<file path="src/rtl/usb_line_classifier.sv">
module usb_line_classifier #(
  parameter int unsigned CLK_HZ       = 125_000_000,
  parameter int unsigned RESET_NS     = 2500,
  parameter int unsigned KEEPALIVE_NS = 1200
) (
  input  logic       clk,
  input  logic       rst_n,
  input  logic       dp_in,
  input  logic       dm_in,
  input  logic [1:0] mode,
  output logic [1:0] sym,
  output logic       low_rate,
  output logic       bus_reset,
  output logic       keep_alive
);

  localparam longint unsigned RST_L = (longint'(CLK_HZ) * RESET_NS) / 1_000_000_000;
  localparam longint unsigned KA_L  = (longint'(CLK_HZ) * KEEPALIVE_NS) / 1_000_000_000;
  localparam int unsigned RST_CYC = int'(RST_L);
  localparam int unsigned KA_CYC  = int'(KA_L);
  localparam int unsigned CW      = $clog2(RST_CYC + 2);
  localparam logic [CW-1:0] CMAX  = CW'(RST_CYC + 1);

  localparam logic [1:0] M_AUTO = 2'd0, M_FULL = 2'd1, M_LOW = 2'd2;
  localparam logic [1:0] S_J = 2'd0, S_K = 2'd1, S_SE0 = 2'd2, S_SE1 = 2'd3;

  logic [1:0]    dp_s, dm_s;
  logic [CW-1:0] cnt;
  logic          det_low, det_low_nxt;
  logic [1:0]    sym_nxt;

  always_ff @(posedge clk or negedge rst_n)
    if (!rst_n) begin
      dp_s <= 2'b11;
      dm_s <= 2'b00;
    end else begin
      dp_s <= {dp_s[0], dp_in};
      dm_s <= {dm_s[0], dm_in};
    end

  wire p        = dp_s[1];
  wire m        = dm_s[1];
  wire se0      = ~p & ~m;
  wire leave    = ~se0 & (cnt != '0);
  wire long_se0 = cnt > CW'(RST_CYC);
  wire mid_se0  = (cnt > CW'(KA_CYC)) & ~long_se0;
  wire ls_now   = (mode == M_LOW) | ((mode == M_AUTO) & det_low);

  always_comb begin
    det_low_nxt = det_low;
    if (mode == M_AUTO && leave && (p ^ m)) det_low_nxt = m;
  end

  wire low_pol = (mode == M_LOW) | ((mode == M_AUTO) & det_low_nxt);

  always_comb begin
    if (se0)         sym_nxt = S_SE0;
    else if (p & m)  sym_nxt = S_SE1;
    else             sym_nxt = (p ^ low_pol) ? S_J : S_K;
  end

  always_ff @(posedge clk or negedge rst_n)
    if (!rst_n) begin
      cnt        <= '0;
      det_low    <= 1'b0;
      sym        <= S_J;
      bus_reset  <= 1'b0;
      keep_alive <= 1'b0;
    end else begin
      if (!se0)            cnt <= '0;
      else if (cnt != CMAX) cnt <= cnt + 1'b1;
      det_low    <= det_low_nxt;
      sym        <= sym_nxt;
      bus_reset  <= leave & long_se0;
      keep_alive <= leave & mid_se0 & ls_now;
    end

  assign low_rate = (mode == M_FULL) ? 1'b0 : (mode == M_AUTO) ? det_low : 1'b1;

  a_r6_reset_single: assert property (@(posedge clk) disable iff (!rst_n)
    bus_reset |=> !bus_reset);
  a_r7_ka_single: assert property (@(posedge clk) disable iff (!rst_n)
    keep_alive |=> !keep_alive);
  a_r6_events_exclusive: assert property (@(posedge clk) disable iff (!rst_n)
    !(bus_reset && keep_alive));
  a_r10_event_ends_se0: assert property (@(posedge clk) disable iff (!rst_n)
    (bus_reset || keep_alive) |-> ($past(sym) == S_SE0 && sym != S_SE0));
  a_r1_se0_from_pins: assert property (@(posedge clk) disable iff (!rst_n)
    (sym == S_SE0) |-> ($past(dp_in, 3) == 1'b0 && $past(dm_in, 3) == 1'b0));
  a_r8_full_no_ka: assert property (@(posedge clk) disable iff (!rst_n)
    (mode == M_FULL && $past(mode) == M_FULL) |-> !keep_alive);

endmodule

</file>
<file path="config.mk">
export PLATFORM = sky130hd
export DESIGN_NAME = usb_line_classifier
export DESIGN_NICKNAME = d
export VERILOG_FILES = /design/src/rtl/usb_line_classifier.sv
export SDC_FILE = /design/constraint.sdc
export NUM_CORES = 1
export LEC_CHECK = 0
export ABC_AREA = 1
export CORE_MARGIN = 3
export CORE_UTILIZATION = 45
export CTS_CLUSTER_DIAMETER = 60
export DETAILED_ROUTE_END_ITERATION = 16
export HOLD_SLACK_MARGIN = 0.08
export PLACE_DENSITY = 0.66
export SLEW_MARGIN = 30
export SYNTH_ARGS = -nofsm -noshare
export SYNTH_HDL_FRONTEND = slang
export SYNTH_SLANG_ARGS = --single-unit
</file>
<file path="constraint.sdc">
create_clock -name clk -period 5 [get_ports clk]
set_clock_uncertainty 0.2 [all_clocks]
set_input_delay 1.5 -clock clk [delete_from_list [all_inputs] [get_ports clk]]
set_output_delay 1.5 -clock clk [all_outputs]
set_load 0.03 [all_outputs]
</file>
==> metrics.md <==
| Metric | Value |
|---|---|
| Pleak | 0.545 nW |
| Final setup violating endpoints | 0 |
| CP Capture Type | output pin |
| Dpl hpwl | around 1300 um |
| Share of layout cells above drive strength 1 | 22.8% |
| Fin util | 60.1% |
| Worst-path fanout max | 3 |
| Core area | 0.00186 mm^2 |
| Post-place setup slack | 476 ps |
| Vias post-DR | about 750 |
| Hold EP | dp_s[1]$_DFF_PN1_ |
| Total Neg Setup Slack | 0 ps |
| CP Data Arrival Time | 2820 ps |
| RSZ-0062 raised after global routing | no |
| Fin crit period | 4520 ps |
| Io pins | 11 |
| Net Count, Synth | 119 |
| Post-Syn Instances | approximately 110 |
| Post-CTS setup buffer count | 0 |
| Hold depth | 0 |
| Finished Layout Cells | 148 |
| Die Wd | 51.9 um |
| CP startpoint | mode[1] |
| ANT cells | 0 |
| Status | completed |
| Dpl cells | 144 |
| Hold Crit Start | dp_s[0]$_DFF_PN1_ |
| Slew Viols, Final | 0 |
| Number of max-cap violations | 0 |
| H-tree Lvls | 1 |
| Clock Pin Slew Worst Setup and Hold Paths | 100 ps |
| Post-Place Cell Area | about 0.0011 mm^2 |
| GRT overflow | 0 |
| Worst VDD drop | 0.236 mV |
| Largest net degree at the start of global routing | 19 |
| Cts bufs inserted | 3 |
| Syn. warnings | 0 |
| Hold Slack | 162 ps |
| Final ANT Viol Nets | 0 |
| CP startpoint kind | input pin |
| CTS root buf | clkbuf_4 |
| Max_slew headroom | 47.9% |
| Row cnt | 15 |
| Vias in the first global route | 726 |
| Initial antenna violation count | 0 |
| Nets | 134 |
| FF-to-FF path depth | 9 |
| Post-CTS Hold Buffers | 0 |
| Synthesis-stage register bit count | 18 |
| Commonest cells after routing, fill and taps aside | dfrtp_1 (16), inv_1 (15), nand2_1 (14) |
| Clock Latency Late Sink | about 280 ps |
| Syn Area/Cell | 8.70 um^2 |
| WL final | 1620 um |
| Placer Congestion | around 0.9 |
| Kind of critical path | input pin to output pin |
| Pwr/cell area | 254 mW/mm^2 |
| Die Y | roughly 52 um |
| CTS tree | yes |
| First-pass iteration count of the detailed router | 4 |
| Largest area contributor in the netlist | dfrtp_1 |
| Worst Tran Pin Value | 779 ps |
| Reg2reg start | dp_s[1]$_DFF_PN1_ |
| Worst Path Required | 3300 ps |
| Tot Pwr | 0.284 mW |
| CTS sink count | 18 |
| Final Hold Violating Endpoints | 0 |
| FF-to-FF setup slack | 3180 ps |
| Post-route clock period utilization | 90.4% |
| Post-route cell area | 0.00112 mm^2 |
| Setup ws final | 482 ps |
| Worst Hold Class | flip-flop to flip-flop |
| Layout area overhead | 17.7% |
| Routed vias/inst | 5.05 |
| Commonest non-fill, non-tap cell in the layout | dfrtp_1 |
| Sequential area share after synthesis | a little under half |
| Global-route wire length before repair | around 3100 um |
| Post-DR wirelength/cell | about 11 um |
| Port bufs | 10 |
| Total GRT Usage | 14.8% |
| Total die area | around 0.0027 mm^2 |
| Starting Density | slightly above 50% |
| Worst flop-to-flop path endpoint | sym[0]$_DFF_PN0_ |
| Synth unique cells | 22 |
| Initial drt markers | 17 |
| Post-Syn Area | 948 um^2 |
| CTS resizes | 0 |
| Remaining routing DRC violations | 0 |
| Yosys top cell area share | 42.2% |
| CTS Buffer Depth | 2 |
| Highest Clock Rate | 221 MHz |
| Synth area leaders | dfrtp_1 (42%), inv_1 (5.9%), dfstp_2 (5.5%) |
## layer usage
layer | up-vias | track usage [%] | share of wire (%)
met3 | 2 | 3.44 | 3.3
met1 | 351 | 22.0 | 51
met2 | 11 | 22.6 | 45
met5 | - | 0 | 0
li1 | 383 | - | -
met4 | 0 | 1.31 | 0.56
## worst max path at each step
stage	endpoint	slack, ps	cells past startpoint
final	low_rate	480	4
after global routing	low_rate	410	4
after CTS	low_rate	470	4
after detailed placement	low_rate	480	4
after global placement	low_rate	490	4
after floorplan	low_rate	1110	1
## cell usage after synthesis
cell and n:
a21oi_1 5, clkinv_1 1, dfrtp_1 16, dfstp_2 2, ha_1 4, inv_1 15
inv_2 5, inv_4 1, nand2_1 14, nand2_2 5, nand3_1 8, nand3_2 4
nand4_1 2, nand4_2 1, nor2_1 8, nor2_2 4, nor3_1 3, nor3_2 2
o211ai_1 3, o21ai_0 3, o21ai_1 2, xor2_1 1
## critical path, stage by stage
cell,delay (ps)
clkdlybuf4s50_1,510
inv_2,60
o21ai_0,70
clkdlybuf4s50_1,690
## report_power, final
group	leakage [nW]	internal (mW)	total, mW	switching [mW]
clock network	0.0210	0.0442	0.0880	0.0437
registers	0.233	0.152	0.157	0.00456
logic	0.291	0.0156	0.0387	0.0231
## registers in the layout, indices dropped and copies added (netlist names)
name	flops
dm_s	2
cnt	9
dp_s	2
sym	2
det_low	1
keep_alive	1
bus_reset	1
## kinds of logic after synthesis
group,after synthesis,synth area share [%]
fa+ha+maj,4,5.28
compound gates,13,7.65
buf+inv,22,8.97
simple gates,51,29.4
xor+xnor,1,0.924
flops,18,47.8
## area by class of cell
cell class / instances / area (um^2)
Clock buffer: 4 / 36.3
Fill cell: 174 / 742
Inverter: 22 / 85.1
Multi-Input combinational cell: 69 / 410
Sequential cell: 18 / 453
Tap cell: 25 / 31.3
Timing Repair Buffer: 10 / 100
(Power assumes the default switching activity.)
